`config.mk`:
```
export PLATFORM = sky130hd
export DESIGN_NAME = ring_lock_unit
export DESIGN_NICKNAME = d
export VERILOG_FILES = /design/src/rtl/rlu_pkg.sv /design/src/rtl/rlu_io_decode.sv /design/src/rtl/rlu_lock_table.sv /design/src/rtl/rlu_ring_port.sv /design/src/rtl/ring_lock_unit.sv
export SDC_FILE = /design/constraint.sdc
export NUM_CORES = 1
export LEC_CHECK = 0
export BUFFER_PORTS_ARGS = -buffer_cell sky130_fd_sc_hd__buf_2
export CORE_ASPECT_RATIO = 1.5
export CORE_UTILIZATION = 40
export DETAILED_ROUTE_END_ITERATION = 6
export PLACE_DENSITY = 0.56
export SLEW_MARGIN = 5
export SYNTH_ARGS = -nofsm -noshare
export SYNTH_HDL_FRONTEND = slang
export SYNTH_SLANG_ARGS = --single-unit
```
`constraint.sdc`:
```
create_clock -name clk -period 5.7 [get_ports clk]
set_clock_uncertainty 0.05 [all_clocks]
set_input_delay 1.14 -clock clk [delete_from_list [all_inputs] [get_ports clk]]
set_output_delay 1.14 -clock clk [all_outputs]
set_load 0.01 [all_outputs]
```
`src/rtl/rlu_pkg.sv`:
```
package rlu_pkg;
   typedef enum logic [1:0] {
      LK_FREE = 2'd0,
      LK_HELD = 2'd1,
      LK_LAST = 2'd2
   } lk_state_t;

   typedef enum logic [1:0] {
      MT_NONE = 2'd0,
      MT_ACQ  = 2'd1,
      MT_DENY = 2'd2,
      MT_REL  = 2'd3
   } msg_kind_t;

   localparam logic [1:0] RES_FAIL = 2'd0;
   localparam logic [1:0] RES_WON  = 2'd1;
   localparam logic [1:0] RES_HAVE = 2'd2;
endpackage

```
`src/rtl/rlu_io_decode.sv`:
```
module rlu_io_decode #(
   parameter int ADDR_W   = 9,
   parameter int SEL_W    = 3,
   parameter int SEL_CODE = 5,
   parameter int LOCK_W   = 6
) (
   input  logic [ADDR_W-1:0] addr,
   output logic              hit,
   output logic [LOCK_W-1:0] lock
);
   if (ADDR_W != SEL_W + LOCK_W) begin : g_bad_width
      $error("rlu_io_decode: ADDR_W must equal SEL_W + LOCK_W");
   end
   if (SEL_CODE >= (1 << SEL_W)) begin : g_bad_code
      $error("rlu_io_decode: SEL_CODE does not fit in SEL_W bits");
   end

   localparam logic [SEL_W-1:0] SEL_VAL = SEL_CODE[SEL_W-1:0];

   assign hit  = (addr[SEL_W-1:0] == SEL_VAL);
   assign lock = addr[ADDR_W-1:SEL_W];
endmodule

```
`src/rtl/rlu_lock_table.sv`:
```
module rlu_lock_table
   import rlu_pkg::*;
#(
   parameter int LOCK_W = 6
) (
   input  logic              clk,
   input  logic              rst_n,
   input  logic              ring_we,
   input  logic [LOCK_W-1:0] ring_idx,
   input  lk_state_t         ring_val,
   input  logic              loc_we,
   input  logic [LOCK_W-1:0] loc_idx,
   input  lk_state_t         loc_val,
   input  logic [LOCK_W-1:0] qa_idx,
   output lk_state_t         qa,
   input  logic [LOCK_W-1:0] qb_idx,
   output lk_state_t         qb
);
   localparam int NLOCKS = 1 << LOCK_W;

   if (LOCK_W < 1 || LOCK_W > 10) begin : g_bad_locks
      $error("rlu_lock_table: LOCK_W out of range");
   end

   lk_state_t cell_q [NLOCKS];
   lk_state_t cell_d [NLOCKS];

   // the local write is computed against the post-ring state, so it wins
   for (genvar i = 0; i < NLOCKS; i++) begin : g_cell
      assign cell_d[i] = (loc_we  && loc_idx  == LOCK_W'(i)) ? loc_val  :
                         (ring_we && ring_idx == LOCK_W'(i)) ? ring_val :
                         cell_q[i];
   end

   always_ff @(posedge clk) begin
      for (int i = 0; i < NLOCKS; i++) begin
         cell_q[i] <= rst_n ? cell_d[i] : LK_FREE;
      end
   end

   assign qa = cell_q[qa_idx];
   assign qb = cell_q[qb_idx];


   state_code_chk: assert property (@(posedge clk) disable iff (!rst_n)
      (qa != 2'd3) && (qb != 2'd3));
endmodule

```
`src/rtl/rlu_ring_port.sv`:
```
module rlu_ring_port #(
   parameter int CORE_W  = 4,
   parameter int CORE_ID = 3,
   parameter int LOCK_W  = 6
) (
   input  logic              clk,
   input  logic              rst_n,
   input  logic              fwd_v,
   input  logic [1:0]        fwd_kind,
   input  logic [CORE_W-1:0] fwd_src,
   input  logic [LOCK_W-1:0] fwd_lock,
   input  logic              inj_v,
   input  logic [1:0]        inj_kind,
   input  logic [LOCK_W-1:0] inj_lock,
   output logic              inj_take,
   output logic              out_valid,
   output logic [1:0]        out_kind,
   output logic [CORE_W-1:0] out_src,
   output logic [LOCK_W-1:0] out_lock
);
   if (CORE_ID >= (1 << CORE_W)) begin : g_bad_id
      $error("rlu_ring_port: CORE_ID does not fit in CORE_W bits");
   end

   localparam logic [CORE_W-1:0] MY_ID = CORE_ID[CORE_W-1:0];

   // traffic already on the ring keeps its slot; local messages fill gaps
   assign inj_take = inj_v && !fwd_v;

   always_ff @(posedge clk) begin
      if (!rst_n) begin
         out_valid <= 1'b0;
         out_kind  <= 2'd0;
         out_src   <= '0;
         out_lock  <= '0;
      end else if (fwd_v) begin
         out_valid <= 1'b1;
         out_kind  <= fwd_kind;
         out_src   <= fwd_src;
         out_lock  <= fwd_lock;
      end else if (inj_v) begin
         out_valid <= 1'b1;
         out_kind  <= inj_kind;
         out_src   <= MY_ID;
         out_lock  <= inj_lock;
      end else begin
         out_valid <= 1'b0;
      end
   end


   fwd_latency_chk: assert property (@(posedge clk) disable iff (!rst_n)
      fwd_v |=> out_valid && out_src == $past(fwd_src) && out_lock == $past(fwd_lock));


   inj_slot_chk: assert property (@(posedge clk) disable iff (!rst_n)
      (inj_v && !fwd_v) |=> out_valid && out_src == MY_ID && out_lock == $past(inj_lock));
endmodule

```
`src/rtl/ring_lock_unit.sv`:
```
module ring_lock_unit
   import rlu_pkg::*;
#(
   parameter int CORE_W   = 4,
   parameter int CORE_ID  = 3,
   parameter int LOCK_W   = 6,
   parameter int SEL_W    = 3,
   parameter int SEL_CODE = 5,
   parameter int ADDR_W   = 9
) (
   input  logic              clk,
   input  logic              rst_n,
   input  logic [ADDR_W-1:0] io_addr,
   input  logic              io_rd,
   input  logic              io_wr,
   output logic              rd_valid,
   output logic [1:0]        rd_data,
   input  logic              rin_valid,
   input  logic [1:0]        rin_kind,
   input  logic [CORE_W-1:0] rin_src,
   input  logic [LOCK_W-1:0] rin_lock,
   output logic              rout_valid,
   output logic [1:0]        rout_kind,
   output logic [CORE_W-1:0] rout_src,
   output logic [LOCK_W-1:0] rout_lock
);
   localparam logic [CORE_W-1:0] MY_ID = CORE_ID[CORE_W-1:0];

   logic              op_hit;
   logic [LOCK_W-1:0] op_lock;
   lk_state_t         ring_st, op_st, mid_st;
   logic              ring_we, loc_we;
   lk_state_t         ring_val, loc_val;
   logic [1:0]        fwd_kind;
   logic              in_mine, in_other, ret_hit;
   logic              busy, go_rd, go_wr, rd_now, new_inj, inj_take;
   logic [1:0]        new_kind;

   logic              wait_q, inj_v_q, rd_valid_q;
   logic [LOCK_W-1:0] wait_lock_q, inj_lock_q;
   logic [1:0]        inj_kind_q, rd_data_q;

   rlu_io_decode #(.ADDR_W(ADDR_W), .SEL_W(SEL_W), .SEL_CODE(SEL_CODE), .LOCK_W(LOCK_W))
      i_dec (.addr(io_addr), .hit(op_hit), .lock(op_lock));

   rlu_lock_table #(.LOCK_W(LOCK_W)) i_tab (
      .clk(clk), .rst_n(rst_n),
      .ring_we(ring_we), .ring_idx(rin_lock), .ring_val(ring_val),
      .loc_we(loc_we), .loc_idx(op_lock), .loc_val(loc_val),
      .qa_idx(rin_lock), .qa(ring_st), .qb_idx(op_lock), .qb(op_st));

   assign in_mine  = rin_valid && (rin_src == MY_ID);
   assign in_other = rin_valid && !in_mine;
   assign ret_hit  = in_mine && wait_q && (rin_lock == wait_lock_q) &&
                     (rin_kind == MT_ACQ || rin_kind == MT_DENY);
   assign busy     = wait_q || inj_v_q;

   // ring side: acts on the stored state of the passing lock
   always_comb begin
      ring_we  = 1'b0;
      ring_val = LK_FREE;
      fwd_kind = rin_kind;
      if (in_other) begin
         if (rin_kind == MT_ACQ) begin
            if (ring_st == LK_HELD) fwd_kind = MT_DENY;
            else if (ring_st == LK_LAST) ring_we = 1'b1;
         end else if (rin_kind == MT_REL && ring_st == LK_HELD) begin
            ring_we = 1'b1;
         end
      end
      if (ret_hit && rin_kind == MT_ACQ) begin
         ring_we  = 1'b1;
         ring_val = LK_HELD;
      end
   end

   // local side: sees the state as left by this cycle's ring message
   assign mid_st = (ring_we && rin_lock == op_lock) ? ring_val : op_st;
   assign go_rd  = io_rd && op_hit && !busy;
   assign go_wr  = io_wr && op_hit && !busy && !io_rd;

   always_comb begin
      loc_we   = 1'b0;
      loc_val  = LK_FREE;
      rd_now   = 1'b0;
      new_inj  = 1'b0;
      new_kind = MT_ACQ;
      if (go_rd) begin
         case (mid_st)
            LK_HELD: rd_now = 1'b1;
            LK_LAST: begin
               rd_now  = 1'b1;
               loc_we  = 1'b1;
               loc_val = LK_HELD;
            end
            default: new_inj = 1'b1;
         endcase
      end else if (go_wr) begin
         if (mid_st == LK_HELD) begin
            loc_we  = 1'b1;
            loc_val = LK_LAST;
         end else begin
            new_inj  = 1'b1;
            new_kind = MT_REL;
         end
      end
   end

   always_ff @(posedge clk) begin
      if (!rst_n) begin
         wait_q      <= 1'b0;
         wait_lock_q <= '0;
         inj_v_q     <= 1'b0;
         inj_kind_q  <= 2'd0;
         inj_lock_q  <= '0;
         rd_valid_q  <= 1'b0;
         rd_data_q   <= 2'd0;
      end else begin
         rd_valid_q <= rd_now || ret_hit;
         rd_data_q  <= rd_now ? RES_HAVE : (rin_kind == MT_ACQ ? RES_WON : RES_FAIL);
         if (new_inj) begin
            inj_v_q    <= 1'b1;
            inj_kind_q <= new_kind;
            inj_lock_q <= op_lock;
         end else if (inj_take) begin
            inj_v_q <= 1'b0;
         end
         if (new_inj && new_kind == MT_ACQ) begin
            wait_q      <= 1'b1;
            wait_lock_q <= op_lock;
         end else if (ret_hit) begin
            wait_q <= 1'b0;
         end
      end
   end

   rlu_ring_port #(.CORE_W(CORE_W), .CORE_ID(CORE_ID), .LOCK_W(LOCK_W)) i_port (
      .clk(clk), .rst_n(rst_n),
      .fwd_v(in_other), .fwd_kind(fwd_kind), .fwd_src(rin_src), .fwd_lock(rin_lock),
      .inj_v(inj_v_q), .inj_kind(inj_kind_q), .inj_lock(inj_lock_q), .inj_take(inj_take),
      .out_valid(rout_valid), .out_kind(rout_kind), .out_src(rout_src), .out_lock(rout_lock));

   assign rd_valid = rd_valid_q;
   assign rd_data  = rd_data_q;


   rd_code_chk: assert property (@(posedge clk) disable iff (!rst_n)
      rd_valid |-> rd_data != 2'd3);


   rd_hold_chk: assert property (@(posedge clk) disable iff (!rst_n)
      wait_q |-> !rd_valid);


   own_return_chk: assert property (@(posedge clk) disable iff (!rst_n)
      ret_hit |=> rd_valid && rd_data == ($past(rin_kind) == MT_ACQ ? RES_WON : RES_FAIL));


   own_kind_chk: assert property (@(posedge clk) disable iff (!rst_n)
      (rout_valid && rout_src == MY_ID) |-> rout_kind != MT_DENY);
endmodule

```
---- Yosys cells after proc, flatten, opt, wreduce, memory -nomap -nowiden ----
Memories as Yosys holds them, arrays and structs flattened.
Index checks and enable logic that the tools add are counted.
operators by class
  eq/ne operators ......................... 202
  bitwise operators ....................... 1
  muxes and demuxes ....................... 233
  reductions and logical operators ........ 157
operator list
  cell                                                              count
  2-bit two-way mux                                                 204
  6-bit == test (second input constant)                             64
  6-bit by 5-bit == test with 1-bit output (second input constant)  32
  3-bit inequality test (second input constant)                     64
  1-bit logical AND                                                 143
  6-bit by 4-bit == test with 1-bit output (second input constant)  16
  6-bit by 3-bit == test with 1-bit output (second input constant)  8
  1-bit two-way mux                                                 25
  6-bit by 2-bit == test with 1-bit output (second input constant)  4
  6-bit by 1-bit == test with 1-bit output (second input constant)  2
  6-bit == test                                                     2
  6-bit logical NOT                                                 2
  6-bit two-way mux                                                 2
  2-bit by 1-bit == test with 1-bit output (second input constant)  4
  2-bit == test (second input constant)                             4
  4-bit two-way mux                                                 2
  2-bit nonzero test                                                3
  4-bit by 2-bit == test with 1-bit output (second input constant)  1
  1-bit logical NOT                                                 4
  2-bit OR reduction                                                2
  3-bit == test (second input constant)                             1
  1-bit logical OR                                                  3
  1-bit inverter                                                    1
word-level totals
  output and inout bits ................... 16
  memory bits (writable) .................. 128
  logic and storage cells ................. 606
  bits in registers ....................... 32
  bits of input ports ..................... 26
  memories kept ........................... 1
memories
  name          depth  width  rd ports  clocked after Yosys merged registers in  wr ports  line                  RTL
  i_tab.cell_q  64     2      2         0                                        64        rlu_lock_table.sv:25  lk_state_t cell_q [NLOCKS];

---- Depth between registers and ports, before layout ----
Gate-level depths: netlist of the first run.
  depth after elaboration ................. 16
  depth in mapped cells ................... 22
  depth with buffers taken out ............ 19

---- Modules after synthesis ----
From an unflattened synthesis of the first run, not the netlist that was laid out.
unflattened totals
  cells, all modules ...................... 1,205
  area, all modules ....................... 11,372.2 µm²
modules (own cells, without submodules)
  module          cells each  seq. area each (µm²)  instances  area each (µm²)
  rlu_lock_table  1,022       3,843.7               1          9,610.5
  ring_lock_unit  123         380.4                 1          1,094.8
  rlu_ring_port   53          260.2                 1          613.1
  rlu_io_decode   7           0.0                   1          53.8

---- Least setup slack after synthesis of the first run ----
No wires, ideal clock.
  kind .................................... input-to-reg
  start ................................... input io_addr[4]
  end ..................................... memory i_tab.cell_q[15][0] (netlist bit), enable pin
  stages .................................. 16
  library setup time ...................... 293 ps
  data required time ...................... 5,357 ps
  arrival time ............................ 4,968 ps
  path buffers ............................ 4
  setup slack ............................. 389 ps
  path through ............................ buf_1 -> clkbuf_1 -> mux4_2 -> mux4_2 -> mux4_2 -> o21ai_0 -> ha_1 -> inv_1 -> nor3b_1 -> a21oi_1 -> nor2b_1 -> or3b_2 -> clkbuf_1 -> clkbuf_1 -> o21ai_0 -> a31o_2
RTL lines
  what                line                  RTL
  start: declaration  ring_lock_unit.sv:13  input logic [ADDR_W-1:0] io_addr,
  end: declaration    rlu_lock_table.sv:25

==> reports/results.env, run 1 <==
POST_CTS.RESIZED_INSTANCES=0
SYNTH_WARNINGS=0
REGTOREGENDPOINT='i_tab.cell_q[0][0]$_SDFFCE_PN0P_'
POST_LAYOUT_NONFILLER_INSTANCES=1328
FIN_SETUP_TNS_NS=0
VIAS=8298
CTS_CLOCK_PIN_SLEW_FOR_THE_WORST_SETUP_AND_HOLD_PATHS_NS=0.06
FIRST_GLOBAL_VIAS=8256
WORST_SKEW_PAIR_LATENCY_NS=0.46
POST-SYNTH-TOP-AREA-CELL='sky130_fd_sc_hd__edfxtp_1'
MAPPEDNETLISTAREA_SQ_UM=10180
DETAILEDPLACEMENTHPWL_MM=26.38
POWER_DENSITY_nW_PER_UM2=255.4
KIND_OF_END_POINT_OF_THE_CRITICAL_PATH='register'
WORST-ENDPOINT-REQUIRED_NS=5.82
CTS_INSERTED_BUFFERS=17
POST_LAYOUT_NETS=1017
FIRST_ITER_VIOLATIONS=719
SYNTH_MUX_AREA_SHARE_PCT=17.56
GRT.OVERFLOW.TOTAL=0
NUM_IO_PINS=42
ANT_NETS=0
YOSYS_REGISTER_BITS=160
FP.COREAREA_SQ_UM=25050
CORE.ROWCOUNT=71
WORST_CASE_HEADROOM_TO_THE_MAX_SLEW_LIMIT_PCT=18.22
SYNTH_AREA_LEADERS='sky130_fd_sc_hd__edfxtp_1 (38%), sky130_fd_sc_hd__mux4_2 (9.3%), sky130_fd_sc_hd__mux2i_1 (8.3%)'
MIN_PATH_TYPE='reg -> reg'
TIMING.HOLD.WORST.START='inj_lock_q[4]$_SDFFE_PN0P_'
WIRE_LENGTH_OF_THE_FIRST_GLOBAL_ROUTING_PASS_MM=51.73
SYNTH_INSTANCES=979
NUMBER_OF_ANTENNA_VIOLATIONS_AT_THE_FIRST_CHECK_IN_GLOBAL_ROUTING=0
SYNTH_XOR_AREA_SHARE_PCT=1.033
GRTUSAGEMET2_PCT=51.34
GP_ROUTABILITY_CONGESTION=0.9229
DIEAREA_SQ_UM=26100
WORST_SETUP_PATH_START_KIND='input pin'
DIE_HEIGHT_MICRONS=197.4
REG2REGPATHDEPTH=13
YS_SEQ_AREA_SHARE_PCT=44.06
RR_STARTPOINT='i_tab.cell_q[47][1]$_SDFFCE_PN0P_'
POWER.IR.VDD_WORST_mV=0.2204
INSERTEDDIODECOUNT=0
POSTCTSSETUPREPAIRBUFS=0
SYNTH.TOP_CELL.AREA_SHARE_PCT=37.77
LAYOUT-DRIVE-GT1-SHARE_PCT=21.90
MOST_COMMON_CELL_AFTER_LAYOUT_FILL_AND_TAPS_ASIDE='sky130_fd_sc_hd__nor2_1'
TIMING.CRITICAL_PATH.CELLS='buf_4, buf_12, mux2i_1, a22o_1, a21oi_1, a21oi_1, a2111oi_2, a31o_2, o22ai_1, o21ai_0, ha_1, inv_1, nor3b_1, a21oi_1, nor2b_1, or3b_2, buf_4, o21ai_0, a31o_2'
SETUP.REG_TO_REG.WORST_SLACK_NS=1.38
CTS-ROOT-BUF='sky130_fd_sc_hd__clkbuf_16'
SYNTHFLOPTYPE='sky130_fd_sc_hd__edfxtp_1'
FAILED_CHECKS='design-rule violations'
POST_DETAILED_ROUTE_WIRELENGTH_PER_CELL_MICRONS=26.66
CAP_VIOL_MAX_COUNT=0
TOP_USAGE_LAYER='met2'
AREA_GROWTH_SYN_TO_LAYOUT_PCT=10.72
CTS-HTREE-LEVELS=4
CRITICAL_PATH.SLOWEST_CELL='sky130_fd_sc_hd__or3b_2'
HOLD_PATH_END='inj_lock_q[4]$_SDFFE_PN0P_'
TIMING.CRITICAL_PATH.ARRIVAL_NS=5.21
GRT_USE_MET3_PCT=4.157
SETUP_VIOL=0
ROUTE.FINAL.WIRE_LENGTH_MM=35.40
GRT_MAX_DEGREE=50
SIMPLE_GATE_FRACTION_OF_SYNTH_AREA_PCT=14.33
STATUS='finished, violations left'
MAXSLEWVIOLCOUNT=0
SYNTH_FP_NETS=1009
DRCVIOLATIONCOUNT=3
SYNTH.LIB_CELLS_USED.DISTINCT=53
GROUTE.USAGE.OVERALL_PCT=27.93
CLOCK_TREE.BUFFER_DEPTH=2
FLOORPLAN.INITIALDENSITY_PCT=40.63
ROUTED_VIA_DENSITY=6.248
CRITICAL-PATH-MAX-STAGE-DELAY_NS=0.48
CTS_SINKS=160
CRIT_PATH_FREQUENT_CELL='sky130_fd_sc_hd__a21oi_1'
PERIOD_MINUS_WS_FINAL_NS=5.096
FRACTION_OF_THE_MAPPED_NETLIST_AREA_IN_COMPOUND_GATES_PCT=17.01
POST-ROUTE-PERIOD-UTIL_PCT=89.40
CRIT_TYPE='in -> reg'
TIMING_HOLD_VIOLATIONS_FINAL=0
MIN_DELAY_PATH_DEPTH=2
STATIC-LEAKAGE-POWER_nW=3.874
SYNTH_AREA_PER_CELL_SQ_UM=10.40
DETAILEDROUTE.FIRSTPASSITERATIONCOUNT=7
GRT_UTIL_MET1_PCT=28.21
SYNTH_FA_HA_AREA_SHARE_PCT=0.4918
CTS_TREE='built'
FINAL_CELL_MIX='sky130_fd_sc_hd__nor2_1 (138), sky130_fd_sc_hd__edfxtp_1 (128), sky130_fd_sc_hd__nand2_1 (98), sky130_fd_sc_hd__mux2i_1 (84), sky130_fd_sc_hd__a21oi_1 (68)'
CTS_HOLD_BUF=0
CP_MAX_FO=33
SYNTH_TOP_FAMILY_BY_AREA='multiplexers'
SYNTH_ENABLE_FLOP_CELLS=128
SETUP_REPAIR_AFTER_GLOBAL_ROUTING_MISSED_ITS_MARGIN='false'
CLOCK.FMAX_MHz=196.2
TIMING_WORST_SLEW_PIN_VALUE_NS=1.222
SYNTH-ASYNC-RESET-RATIO_PCT=0
DIE_WIDTH_MICRONS=132.2
IO_BUFFER_COUNT=41
PLACED_CELLS=1296
## routing by layer
layer  share of wire, %  vias up  wire length (microns)
li1                   -     3709                      -
met1                 33     4058                  11800
met2                 54      394                  18980
met3                5.1      137                   1815
met4                7.9        0                   2800
met5                  0        -                      0
## registers in the layout, indices dropped and copies added (netlist names), 2 cells and up
name,count
rd_data,2
wait_lock_q,6
i_tab.cell_q,128
inj_lock_q,6
i_port.out_src,4
inj_kind_q,2
i_port.out_kind,2
i_port.out_lock,6
## through the flow
| step | util (%) | total power, W | hold slack, ns | setup WS (ns) | area [sq um] |
|---|---|---|---|---|---|
| final | 44.98 | 0.002878 | 0.4526 | 0.6041 | 11270 |
| after global routing | 44.98 | 0.002957 | 0.4811 | 0.2662 | 11270 |
| after CTS | 44.98 | 0.002887 | 0.4531 | 0.6714 | 11270 |
| after detailed placement | 42.73 | 0.001778 | 0.4376 | 0.2067 | 10700 |
| after global placement | 42.73 | 0.001775 | 0.4291 | 0.2737 | 10700 |
| after floorplan | - | 0.001635 | 0.3901 | 0.3890 | 10180 |
## power breakdown
part / internal (W) / total, W / switching (W)
Clock: 0.000621 / 0.00112 / 0.000498
Sequential: 0.00130 / 0.00133 / 0.0000251
Combinational: 0.000169 / 0.000434 / 0.000265
Total: 0.00209 / 0.00288 / 0.000788
## critical path: cells and delay by family
kind,cells,cell delay (ns)
AOI/OAI and AO/OA,10,1.91
adders and majority gates,1,0.22
buffers and inverters,4,0.92
muxes,1,0.11
and+or+nand+nor,3,0.89
## cell families (layout without fill, tap and decap cells)
logic type,Yosys count,after routing
XOR/XNOR,12,12
multiplexers,126,126
adder cells (fa/ha/maj),4,4
AO/OA/AOI/OAI,235,235
AND/OR/NAND/NOR,333,333
buffers and inverters,109,130
flip-flops,160,160
## worst max-delay path by stage
stage,cells after the start,endpoint,startpoint
6_report,19,i_tab.cell_q[0][0]$_SDFFCE_PN0P_,rin_lock[0]
5_1_grt,19,i_tab.cell_q[3][1]$_SDFFCE_PN0P_,rin_lock[0]
4_1_cts,19,i_tab.cell_q[0][0]$_SDFFCE_PN0P_,rin_lock[0]
3_5_place_dp,19,i_tab.cell_q[13][0]$_SDFFCE_PN0P_,rin_lock[0]
3_3_place_gp,19,i_tab.cell_q[1][0]$_SDFFCE_PN0P_,rin_lock[0]
2_1_floorplan,16,i_tab.cell_q[15][0]$_SDFFCE_PN0P_,io_addr[4]
## cell type report
cell class                 instances  area (sq um)
clock inverter                    11         71.32
clock buffer                      21         493.0
timing repair buffer              89         643.1
fill                            2402         13780
inverter                           9         33.78
multi-input combinational        710          5132
sequential                       160          4484
tap                              328         410.4
## synth_stat cells, types with 10 or more instances
library cell	count
sky130_fd_sc_hd__nor3_1	21
sky130_fd_sc_hd__nand3_1	23
sky130_fd_sc_hd__dfxtp_1	32
sky130_fd_sc_hd__edfxtp_1	128
sky130_fd_sc_hd__buf_6	13
sky130_fd_sc_hd__buf_1	13
sky130_fd_sc_hd__a211oi_1	10
sky130_fd_sc_hd__o21ai_0	35
sky130_fd_sc_hd__o221ai_2	10
sky130_fd_sc_hd__mux4_2	42
sky130_fd_sc_hd__o221ai_1	22
sky130_fd_sc_hd__nor2_1	138
sky130_fd_sc_hd__o21a_1	18
sky130_fd_sc_hd__nand2b_1	11
sky130_fd_sc_hd__clkbuf_1	57
sky130_fd_sc_hd__a21oi_1	68
sky130_fd_sc_hd__a22oi_1	18
sky130_fd_sc_hd__nand2_1	98
sky130_fd_sc_hd__a31o_2	33
sky130_fd_sc_hd__mux2i_1	84
sky130_fd_sc_hd__nor2b_1	13
Note: power is estimated with default switching activity, not from simulation.
==> inputs of run 2 (changes only) <==
- CORE_UTILIZATION: 40 -> 35
- PLACE_DENSITY: 0.56 -> 0.5
==> reports/results.env, run 2 (same netlist as run 1, synthesis figures left out) <==
STATUS='finished clean'
TIMING_WORST_SLEW_PIN_VALUE_NS=0.9252  # -0.2969 ns
POSTCTSSETUPREPAIRBUFS=0  # unchanged
CTS_TREE='built'
CORE.ROWCOUNT=76  # +7.0%
RR_STARTPOINT='i_tab.cell_q[63][1]$_SDFFCE_PN0P_'
NUMBER_OF_ANTENNA_VIOLATIONS_AT_THE_FIRST_CHECK_IN_GLOBAL_ROUTING=0  # unchanged
FINALINSTANCEAREA_SQ_UM=11350  # +0.74%
CRIT_TYPE='in -> reg'
TIMING.CRITICAL_PATH.ARRIVAL_NS=5.35  # +0.14 ns
CRITICAL-PATH-MAX-STAGE-DELAY_NS=0.56  # +0.08 ns
TIMING.CRITICAL_PATH.CELLS='buf_2, buf_4, nor2b_1, buf_4, a22oi_1, nand2_1, o21ai_0, a211oi_2, a31o_2, o22ai_1, o21ai_0, ha_1, inv_1, nor3b_1, a21oi_1, nor2b_1, or3b_2, buf_12, o21ai_0, a31o_2'
CRITICAL_PATH.SLOWEST_CELL='sky130_fd_sc_hd__a211oi_2'
POWER.IR.VDD_WORST_mV=0.1720  # -22%
GRT.OVERFLOW.TOTAL=0  # unchanged
WORST_SETUP_PATH_START_KIND='input pin'
POWER_DENSITY_nW_PER_UM2=253.9  # -0.60%
DETAILEDROUTE.FIRSTPASSITERATIONCOUNT=5  # -2
CTS-ROOT-BUF='sky130_fd_sc_hd__clkbuf_16'
MIN_PATH_TYPE='reg -> reg'
POST_CTS.RESIZED_INSTANCES=0  # unchanged
LAYOUT-DRIVE-GT1-SHARE_PCT=21.11  # -0.79 points
WORST-ENDPOINT-REQUIRED_NS=5.81  # about the same
TIMING.HOLD.WORST.START='inj_kind_q[0]$_SDFFE_PN0P_'
LARGEST_REG_FLOPS=128  # unchanged
CLOCK_TREE.BUFFER_DEPTH=2  # unchanged
WORST_CASE_HEADROOM_TO_THE_MAX_SLEW_LIMIT_PCT=37.75  # +20 points
AREA_GROWTH_SYN_TO_LAYOUT_PCT=11.54
POST-ROUTE-WORST-SETUP-SLACK_NS=0.4582  # -0.1458 ns
ROUTE.FINAL.WIRE_LENGTH_MM=35.55  # +0.42%
DRCVIOLATIONCOUNT=0  # -3
WIRE_LENGTH_OF_THE_FIRST_GLOBAL_ROUTING_PASS_MM=52.77  # +2.0%
MIN_DELAY_PATH_DEPTH=2  # unchanged
DIE_WIDTH_MICRONS=141.2  # +6.8%
STATIC-LEAKAGE-POWER_nW=3.846  # -0.72%
FINAL_CELL_MIX='sky130_fd_sc_hd__nor2_1 (138), sky130_fd_sc_hd__edfxtp_1 (128), sky130_fd_sc_hd__nand2_1 (98), sky130_fd_sc_hd__mux2i_1 (84), sky130_fd_sc_hd__a21oi_1 (68)'
CTS_INSERTED_BUFFERS=17  # unchanged
GROUTE.USAGE.OVERALL_PCT=24.63  # -3.3 points
SEQUENTIAL_CELL_AREA_SQ_UM=4484  # unchanged
SETUP_REPAIR_AFTER_GLOBAL_ROUTING_MISSED_ITS_MARGIN='false'
POST_DETAILED_ROUTE_WIRELENGTH_PER_CELL_MICRONS=25.76  # -3.4%
MOST_COMMON_CELL_AFTER_LAYOUT_FILL_AND_TAPS_ASIDE='sky130_fd_sc_hd__nor2_1'
CP_MAX_FO=32  # -3.0%
SETUP_VIOL=0  # unchanged
SETUP.REG_TO_REG.WORST_SLACK_NS=1.24  # -0.14 ns
ROUTED_VIA_DENSITY=5.971  # -4.4%
DIE_HEIGHT_MICRONS=210.8  # +6.8%
REG2REGPATHDEPTH=13  # unchanged
WORST_SKEW_PAIR_LATENCY_NS=0.45  # about the same
NUM_IO_PINS=42  # unchanged
POST_LAYOUT_NETS=1007  # -0.98%
HOLD_PATH_END='inj_kind_q[0]$_SDFFE_PN0P_'
CTS_CLOCK_PIN_SLEW_FOR_THE_WORST_SETUP_AND_HOLD_PATHS_NS=0.06  # about the same
COUNT_OF_BUFFERING_CELLS_ON_THE_CRITICAL_PATH_WITH_INVERTERS_INCLUDED=5  # +1
IO_BUFFER_COUNT=41  # unchanged
REGTOREGENDPOINT='i_tab.cell_q[9][1]$_SDFFCE_PN0P_'
VIAS=8240  # -0.70%
PERIOD_MINUS_WS_FINAL_NS=5.242  # +0.1458 ns
CTS-HTREE-LEVELS=4  # unchanged
LARGEST-REGISTER='i_tab.cell_q'
ANT_NETS=0  # unchanged
CRITICAL-PATH-TOP-DELAY-FAMILY='compound AO/OA/AOI/OAI gates'
FP.COREAREA_SQ_UM=28620  # +14%
FIN_SETUP_TNS_NS=0  # unchanged
CRIT_PATH_FREQUENT_CELL='sky130_fd_sc_hd__o21ai_0'
MAXSLEWVIOLCOUNT=0  # unchanged
INSERTEDDIODECOUNT=0  # unchanged
DETAILEDPLACEMENTHPWL_MM=26.05  # -1.3%
PRE_CTS_SLACK_NS=0.08881  # -0.1179 ns
FIN_WORST_HOLD_SLACK_NS=0.4277  # -0.02490 ns
FIRST_GLOBAL_VIAS=8458  # +2.4%
KIND_OF_END_POINT_OF_THE_CRITICAL_PATH='register'
GRT_MAX_DEGREE=69  # +38%
FLOORPLAN.INITIALDENSITY_PCT=35.56  # -5.1 points
GP_ROUTABILITY_CONGESTION=0.9051  # -1.9%
FILLERS=2831  # +18%
CLOCK.FMAX_MHz=190.8  # -2.8%
TIMING_HOLD_VIOLATIONS_FINAL=0  # unchanged
FIRST_ITER_VIOLATIONS=696  # -3.2%
CTS_SINKS=160  # unchanged
MULTIINPUTGATEAREA_SQ_UM=5132  # unchanged
CAP_VIOL_MAX_COUNT=0  # unchanged
DIEAREA_SQ_UM=29780  # +14%
FINALCOREUTILIZATION_PCT=39.66  # -5.3 points
PLACE_AREA_SQ_UM=10780  # +0.72%
CTS_HOLD_BUF=0  # unchanged
POST-ROUTE-PERIOD-UTIL_PCT=91.96  # +2.6 points
==> run 2: cell type report <==
cell class | count | share of cell area [%]
Clock buffer | 21 | 4.343
Multi-Input combinational cell | 710 | 45.21
Sequential cell | 160 | 39.50
Tap cell | 390 | 4.298
Inverter | 9 | 0.2976
Timing Repair Buffer | 79 | 5.665
Clock inverter | 11 | 0.6833
==> run 2: layer usage <==
| layer | vias to the layer above | wire, microns | track usage [%] |
|---|---|---|---|
| met2 | 368 | 18840 | 45.07 |
| li1 | 3679 | - | - |
| met5 | - | 0 | 0 |
| met4 | 0 | 2055 | 15.63 |
| met3 | 103 | 1603 | 2.743 |
| met1 | 4090 | 13050 | 26.87 |
==> run 2: where the power goes <==
group | leakage [nW] | switching, W | internal, W
clock network | 0.280 | 0.000496 | 0.000621
logic | 1.98 | 0.000270 | 0.000168
registers | 1.58 | 0.0000274 | 0.00130
total | 3.85 | 0.000793 | 0.00209
==> run 2: worst register-to-register path, delay by kind of cell (launching register included) <==
family,cells,cell delay (ns)
AO/OA/AOI/OAI,4,0.52
adder cells (fa/ha/maj),1,0.23
buffers and inverters,2,0.25
flip-flops,1,0.42
multiplexers,3,1.63
AND/OR/NAND/NOR,3,1.07
==> run 2: how the worst max path moves through the flow <==
stage / startpoint / to / slack, ns / depth (start not counted)
2_1_floorplan: io_addr[4] / i_tab.cell_q[15][0]$_SDFFCE_PN0P_ / 0.39 / 16
3_3_place_gp: io_addr[3] / i_tab.cell_q[9][0]$_SDFFCE_PN0P_ / 0.18 / 15
3_5_place_dp: io_addr[3] / i_tab.cell_q[15][0]$_SDFFCE_PN0P_ / 0.09 / 15
4_1_cts: io_addr[3] / i_tab.cell_q[9][1]$_SDFFCE_PN0P_ / 0.55 / 15
5_1_grt: rin_lock[3] / i_tab.cell_q[0][0]$_SDFFCE_PN0P_ / 0.23 / 19
6_report: rin_lock[3] / i_tab.cell_q[9][1]$_SDFFCE_PN0P_ / 0.46 / 20
==> run 2: metrics by stage <==
| step | power [W] | std cells |
|---|---|---|
| 5_1_grt | 0.002959 | 1380 |
| 4_1_cts | 0.002892 | 1380 |
| 2_1_floorplan | 0.001635 | 979 |
| 6_report | 0.002882 | 1380 |
| 3_5_place_dp | 0.001787 | 1348 |
| 3_3_place_gp | 0.001785 | 1348 |
